[src/rtl/div_pkg.sv]
package div_pkg;
  typedef enum logic [1:0] {
    DIV_IDLE = 2'd0,
    DIV_RUN  = 2'd1,
    DIV_FIX  = 2'd2
  } div_state_e;
endpackage

[src/rtl/div_sign_prep.sv]
module div_sign_prep #(
  parameter int WIDTH = 16
) (
  input  logic             signed_i,
  input  logic [WIDTH-1:0] dividend_i,
  input  logic [WIDTH-1:0] divisor_i,
  output logic [WIDTH-1:0] mag_dvd_o,
  output logic [WIDTH-1:0] mag_dvs_o,
  output logic             neg_quo_o,
  output logic             neg_rem_o,
  output logic             zero_dvs_o
);
  function automatic logic [WIDTH-1:0] magnitude(input logic [WIDTH-1:0] v, input logic neg);
    return neg ? (~v + WIDTH'(1)) : v;
  endfunction

  logic dvd_neg, dvs_neg;
  assign dvd_neg    = signed_i & dividend_i[WIDTH-1];
  assign dvs_neg    = signed_i & divisor_i[WIDTH-1];
  assign mag_dvd_o  = magnitude(dividend_i, dvd_neg);
  assign mag_dvs_o  = magnitude(divisor_i, dvs_neg);
  assign neg_quo_o  = dvd_neg ^ dvs_neg;
  assign neg_rem_o  = dvd_neg;
  assign zero_dvs_o = (divisor_i == '0);
endmodule

[src/rtl/div_restore_step.sv]
module div_restore_step #(
  parameter int WIDTH = 16
) (
  input  logic [2*WIDTH-1:0] part_i,
  input  logic [WIDTH-1:0]   dvs_i,
  output logic [2*WIDTH-1:0] part_o,
  output logic               bit_set_o
);
  localparam int TW = WIDTH + 1;

  // Upper half after the left shift, with the bit shifted out kept as an extra MSB.
  function automatic logic [TW-1:0] shifted_top(input logic [2*WIDTH-1:0] p);
    return {p[2*WIDTH-1:WIDTH], p[WIDTH-1]};
  endfunction

  logic [TW-1:0] top_w;
  logic [TW-1:0] trial_w;
  logic          fits_w;

  assign top_w     = shifted_top(part_i);
  assign trial_w   = top_w - {1'b0, dvs_i};
  assign fits_w    = ~trial_w[TW-1];
  assign bit_set_o = fits_w;
  assign part_o    = {(fits_w ? trial_w[WIDTH-1:0] : top_w[WIDTH-1:0]),
                      part_i[WIDTH-2:0], fits_w};
endmodule

[src/rtl/div_sign_fix.sv]
module div_sign_fix #(
  parameter int WIDTH = 16
) (
  input  logic [WIDTH-1:0] quo_mag_i,
  input  logic [WIDTH-1:0] rem_mag_i,
  input  logic             neg_quo_i,
  input  logic             neg_rem_i,
  input  logic             zero_dvs_i,
  output logic [WIDTH-1:0] quo_o,
  output logic [WIDTH-1:0] rem_o
);
  function automatic logic [WIDTH-1:0] apply_sign(input logic [WIDTH-1:0] v, input logic neg);
    return neg ? (~v + WIDTH'(1)) : v;
  endfunction

  // A zero divisor leaves the magnitude of the dividend in the upper half,
  // so only the quotient needs forcing.
  assign quo_o = zero_dvs_i ? '1 : apply_sign(quo_mag_i, neg_quo_i);
  assign rem_o = apply_sign(rem_mag_i, neg_rem_i);
endmodule

[src/rtl/div_ctrl.sv]
module div_ctrl
  import div_pkg::*;
#(
  parameter int WIDTH = 16
) (
  input  logic clk,
  input  logic rst_n,
  input  logic start_i,
  output logic accept_o,
  output logic step_o,
  output logic finish_o,
  output logic busy_o
);
  localparam int CW = $clog2(WIDTH + 1);
  localparam logic [CW-1:0] LAST = CW'(WIDTH - 1);

  div_state_e    state_q;
  logic [CW-1:0] iter_q;

  assign accept_o = (state_q == DIV_IDLE) & start_i;
  assign step_o   = (state_q == DIV_RUN);
  assign finish_o = (state_q == DIV_FIX);
  assign busy_o   = (state_q != DIV_IDLE);

  always_ff @(posedge clk or negedge rst_n) begin
    if (!rst_n) begin
      state_q <= DIV_IDLE;
      iter_q  <= '0;
    end else begin
      unique case (state_q)
        DIV_IDLE: if (start_i) begin
          state_q <= DIV_RUN;
          iter_q  <= '0;
        end
        DIV_RUN: begin
          iter_q <= iter_q + CW'(1);
          if (iter_q == LAST) state_q <= DIV_FIX;
        end
        DIV_FIX: state_q <= DIV_IDLE;
        default: state_q <= DIV_IDLE;
      endcase
    end
  end
endmodule

[src/rtl/seq_restoring_divider.sv]
module seq_restoring_divider #(
  parameter int WIDTH = 16
) (
  input  logic             clk,
  input  logic             rst_n,
  input  logic             start_i,
  input  logic             signed_i,
  input  logic [WIDTH-1:0] dividend_i,
  input  logic [WIDTH-1:0] divisor_i,
  output logic [WIDTH-1:0] quotient_o,
  output logic [WIDTH-1:0] remainder_o,
  output logic             done_o,
  output logic             div_zero_o
);
  localparam int PW = 2 * WIDTH;

  // named internal events
  logic accept, step_en, finish, busy, bit_set;

  logic [WIDTH-1:0] mag_dvd, mag_dvs;
  logic             neg_quo, neg_rem, zero_dvs;
  logic [PW-1:0]    part_q, part_nxt;
  logic [WIDTH-1:0] dvs_q;
  logic             neg_quo_q, neg_rem_q, dbz_q;
  logic [WIDTH-1:0] fix_quo, fix_rem;
  logic [WIDTH-1:0] part_hi;

  assign part_hi = part_q[PW-1:WIDTH];

  div_ctrl #(.WIDTH(WIDTH)) u_ctrl (
    .clk(clk), .rst_n(rst_n), .start_i(start_i),
    .accept_o(accept), .step_o(step_en), .finish_o(finish), .busy_o(busy)
  );

  div_sign_prep #(.WIDTH(WIDTH)) u_prep (
    .signed_i(signed_i), .dividend_i(dividend_i), .divisor_i(divisor_i),
    .mag_dvd_o(mag_dvd), .mag_dvs_o(mag_dvs),
    .neg_quo_o(neg_quo), .neg_rem_o(neg_rem), .zero_dvs_o(zero_dvs)
  );

  div_restore_step #(.WIDTH(WIDTH)) u_step (
    .part_i(part_q), .dvs_i(dvs_q), .part_o(part_nxt), .bit_set_o(bit_set)
  );

  div_sign_fix #(.WIDTH(WIDTH)) u_fix (
    .quo_mag_i(part_q[WIDTH-1:0]), .rem_mag_i(part_hi),
    .neg_quo_i(neg_quo_q), .neg_rem_i(neg_rem_q), .zero_dvs_i(dbz_q),
    .quo_o(fix_quo), .rem_o(fix_rem)
  );

  always_ff @(posedge clk or negedge rst_n) begin
    if (!rst_n) begin
      part_q    <= '0;
      dvs_q     <= '0;
      neg_quo_q <= 1'b0;
      neg_rem_q <= 1'b0;
      dbz_q     <= 1'b0;
    end else if (accept) begin
      part_q    <= {{WIDTH{1'b0}}, mag_dvd};
      dvs_q     <= mag_dvs;
      neg_quo_q <= neg_quo;
      neg_rem_q <= neg_rem;
      dbz_q     <= zero_dvs;
    end else if (step_en) begin
      part_q <= part_nxt;
    end
  end

  always_ff @(posedge clk or negedge rst_n) begin
    if (!rst_n) begin
      quotient_o  <= '0;
      remainder_o <= '0;
      div_zero_o  <= 1'b0;
      done_o      <= 1'b0;
    end else begin
      done_o <= finish;
      if (finish) begin
        quotient_o  <= fix_quo;
        remainder_o <= fix_rem;
        div_zero_o  <= dbz_q;
      end
    end
  end
endmodule

[config.mk]
export PLATFORM = sky130hd
export DESIGN_NAME = seq_restoring_divider
export DESIGN_NICKNAME = d
export VERILOG_FILES = /design/src/rtl/div_pkg.sv /design/src/rtl/div_sign_prep.sv /design/src/rtl/div_restore_step.sv /design/src/rtl/div_sign_fix.sv /design/src/rtl/div_ctrl.sv /design/src/rtl/seq_restoring_divider.sv
export SDC_FILE = /design/constraint.sdc
export NUM_CORES = 1
export LEC_CHECK = 0
export BUFFER_PORTS_ARGS = -buffer_cell sky130_fd_sc_hd__buf_2
export CAP_MARGIN = 20
export CORE_AREA = 4 4 135 137
export DETAILED_ROUTE_END_ITERATION = 10
export DIE_AREA = 0 0 139 141
export GPL_TIMING_DRIVEN = 0
export RECOVER_POWER = 50
export SLEW_MARGIN = 20
export SYNTH_ARGS = -nofsm -noshare
export SYNTH_HDL_FRONTEND = slang
export SYNTH_HIERARCHICAL = 1
export SYNTH_SLANG_ARGS = --single-unit
[constraint.sdc]
create_clock -name clk -period 3.7 [get_ports clk]
set_clock_uncertainty 0.15 [all_clocks]
set_input_delay 0.555 -clock clk [delete_from_list [all_inputs] [get_ports clk]]
set_output_delay 0.555 -clock clk [all_outputs]
set_load 0.02 [all_outputs]
==> run_results.csv <==
group,metric,value,unit
logic_synthesis,ys_seq_area_frac,0.359,
clocking,post_cts_buffers,0,
clocking,cts_hold_repair.buffers,0,
place,dp_hpwl,10.9,mm
layout,area_delta_synth_final,14.4,%
hold_path,holdPathEnd,"div_zero_o$_DFFE_PN0P_",
floorplan,dieArea,19600,sq um
place,place_worst_setup_slack,0.0989,ns
logic_synthesis,synth_top_cell_by_area,"dfrtp_1",
setup_path,reg2reg_depth,13,
timing,fmax,285,MHz
floorplan,pin_count,70,
routing,drt-pass1-iter-count,4,
floorplan,coreArea,17100,sq um
layout,seq_area,2300,sq um
floorplan,die_h,141,um
logic_synthesis,synth-edff-count,0,
run_status,status,"finished, violations left",
floorplan,chipWidth,139,um
setup_path,cp.arrival,3.58,ns
setup_path,crit_chain,"inv_1 -> ha_1 -> fa_1 -> nor2b_1 -> o31a_1 -> o41a_1 -> and4_4 -> a311oi_2 -> xnor2_2 -> buf_4 -> mux2_2 -> mux2i_1 -> nor2_1",
timing,slew_headroom,-0.772,
clocking,cts.clk_slew.worst_paths,0.06,ns
clocking,clock_path_buffers,2,
setup_path,critPathRequiredTime,3.78,ns
grt,grt_overflow,0,
logic_synthesis,synth_cells,619,
hold_path,min_path_type,"reg -> reg",
clocking,clock-sinks,92,
setup_path,cp-start-kind,"flop",
routing,drt_iter0_markers,165,
place,gp_congestion,0.906,
routing,vias,4613,
timing,hold_viol,0,
logic_synthesis,synth_nets,678,
power_and_ir_drop,ir_drop,0.373,mV
setup_path,cp_slowest_stage_delay,0.44,ns
logic_synthesis,syn-cell-area,6410,sq um
setup_path,worst_setup_path_end_kind,"flop",
layout,num_antenna_cells,0,
grt,antenna_found_initial,0,
power_and_ir_drop,p_leak,3.55,nW
setup_path,crit_fanout,6,
grt,grt_max_degree,50,
setup_path,rr_endpoint,"part_q[21]$_DFFE_PN0P_",
power_and_ir_drop,powerDensity,1050,nW/um^2
setup_path,ff2ff_setup_slack,0.20,ns
hold_path,worst_hold_startpoint,"div_zero_o$_DFFE_PN0P_",
floorplan,row_count,48,
run_status,violations,"max-capacitance violations, max-slew violations",
setup_path,slowest_stage,"o41a_1",
clocking,cts_made_buffers,9,
setup_path,path_class,"reg -> reg",
job,maxCapViolCount,1,
place,port_buffers,69,
routing,routedWlPerCell,14.6,um
grt,first_global_vias,4682,
floorplan,start_util,0.376,
logic_synthesis,async_flop_share,1.00,
routing,drc,0,
timing,worst_pin_slew,2.66,ns
logic_synthesis,yosys-top-cells-area,"dfrtp_1, mux2_4, mux2i_1, mux2_2, xnor2_1",
routing,postRouteAntennaNets,0,
logic_synthesis,syn_avg_cell_area,10.4,sq um
layout,fill_cells,1645,
timing,setup_viol_count_final,0,
logic_synthesis,synth_cell_types,66,
clocking,cts_root_buf,"clkbuf_16",
power_and_ir_drop,p_total,7.69,mW
routing,viasPerCell,4.95,
grt,grt_pass1_wl,22.9,mm
logic_synthesis,synth_top_cell_area_share,0.359,
hold_path,whs_path_depth,1,
layout,layout-drive-gt1-share,0.279,
setup_path,crit_path_start,"part_q[15]$_DFFE_PN0P_",
timing,slew_violations,49,
logic_synthesis,synth_seq_cells,92,
clocking,post_cts_resized,0,
routing,wl,13.6,mm
clocking,cts_tree,"done",
timing,timing.setup.tns,0,ns
layout,layout.nets,761,
clocking,h-tree-depth,3,
timing,period_needed,3.50,ns
grt,grt_use_total,0.139,
setup_path,worstReg2RegStart,"part_q[15]$_DFFE_PN0P_",
clocking,clk_latency,0.34,ns
timing,post-route-period-util,0.947,
logic_synthesis,synth_warnings,6,
layout,multiInputGateArea,3610,sq um
logic_synthesis,synth_flop_cell,"dfrtp_1",
timing,finalWorstSetupSlack,0.196,ns
## critical path, delay by kind of cell, from the launching register on
family / cells / cell delay, ns
buffers and inverters: 2 / 0.32
xor gates and xnor gates: 1 / 0.19
DFF: 1 / 0.42
and+or+nand+nor: 3 / 0.36
muxes: 2 / 0.48
adders and majority gates: 2 / 0.41
AOI/OAI and AO/OA: 3 / 1.04
## kinds of logic after synthesis
kind of cell,share of synthesized area
xor gates and xnor gates,0.0927
buffers and inverters,0.0757
muxes,0.194
AOI/OAI and AO/OA,0.114
DFF,0.359
and+or+nand+nor,0.119
adders and majority gates,0.0460
## worst max-delay path by stage
stage	end	slack, ns	cells past startpoint
6_report	part_q[21]$_DFFE_PN0P_	0.20	13
5_1_grt	part_q[30]$_DFFE_PN0P_	-0.006	13
4_1_cts	part_q[27]$_DFFE_PN0P_	0.08	13
3_5_place_dp	part_q[27]$_DFFE_PN0P_	0.1	13
3_3_place_gp	part_q[26]$_DFFE_PN0P_	0.14	13
2_1_floorplan	part_q[24]$_DFFE_PN0P_	0.46	11
## synthesized netlist by cell type, types with 15 or more instances
cell type and count:
buf_4 23, o21ai_1 15, mux2_2 30, o21ai_0 27
nand2_1 52, dfrtp_1 92, ha_1 22, mux2i_1 35
mux2_4 37, nor2_1 39, a21oi_1 16, xnor2_1 34
xor2_1 32, inv_1 32
## routing by layer
metal | routed length (um) | vias to the layer above | GRT usage
met3 | 511 | 12 | 0.0305
li1 | - | 2344 | -
met4 | 142 | 0 | 0.0386
met1 | 6540 | 2174 | 0.183
met5 | 0 | - | 0
met2 | 6380 | 83 | 0.232
## power breakdown
part           total, mW  switching [mW]  internal (mW)
Clock              0.918           0.394          0.524
Combinational       4.72            2.22           2.50
Sequential          2.06           0.537           1.52
Total               7.69            3.15           4.54
## sequential cells by signal, summed over array words and instances, names as in the netlist
name            flops
dvs_q              16
u_ctrl/state_q      2
div_zero_o          1
remainder_o        16
u_ctrl/iter_q       5
neg_rem_q           1
neg_quo_q           1
dbz_q               1
done_o              1
part_q             32
quotient_o         16
## per-stage QoR
stage                      util  cells  cell area, sq um  hold slack, ns
after global placement    0.413    913              7040           0.332
after floorplan               -    619              6410           0.109
after CTS                 0.431    930              7360          0.0938
after global routing      0.430    932              7340           0.363
after detailed placement  0.414    914              7060           0.343
final                     0.430    932              7340           0.356
## area by class of cell
cell class / count / area share
Multi-Input combinational cell: 450 / 0.493
Buffer: 43 / 0.0477
Tap cell: 225 / 0.0384
Sequential cell: 92 / 0.314
Clock buffer: 10 / 0.0312
Timing Repair Buffer: 72 / 0.0503
Inverter: 34 / 0.0174
Clock inverter: 6 / 0.00870
## cell usage in the layout (no fill, tap or decap), drive strengths merged, types with 28 or more instances in the layout
cell / synthesis / routed
clkbuf: 8 / 28
o21ai: 44 / 44
dfrtp: 92 / 92
mux2i: 35 / 35
xor2: 32 / 32
xnor2: 35 / 35
inv: 33 / 34
buf: 35 / 97
nor2: 39 / 39
mux2: 67 / 67
nand2: 52 / 52
Power figures use the tool's default switching activity.
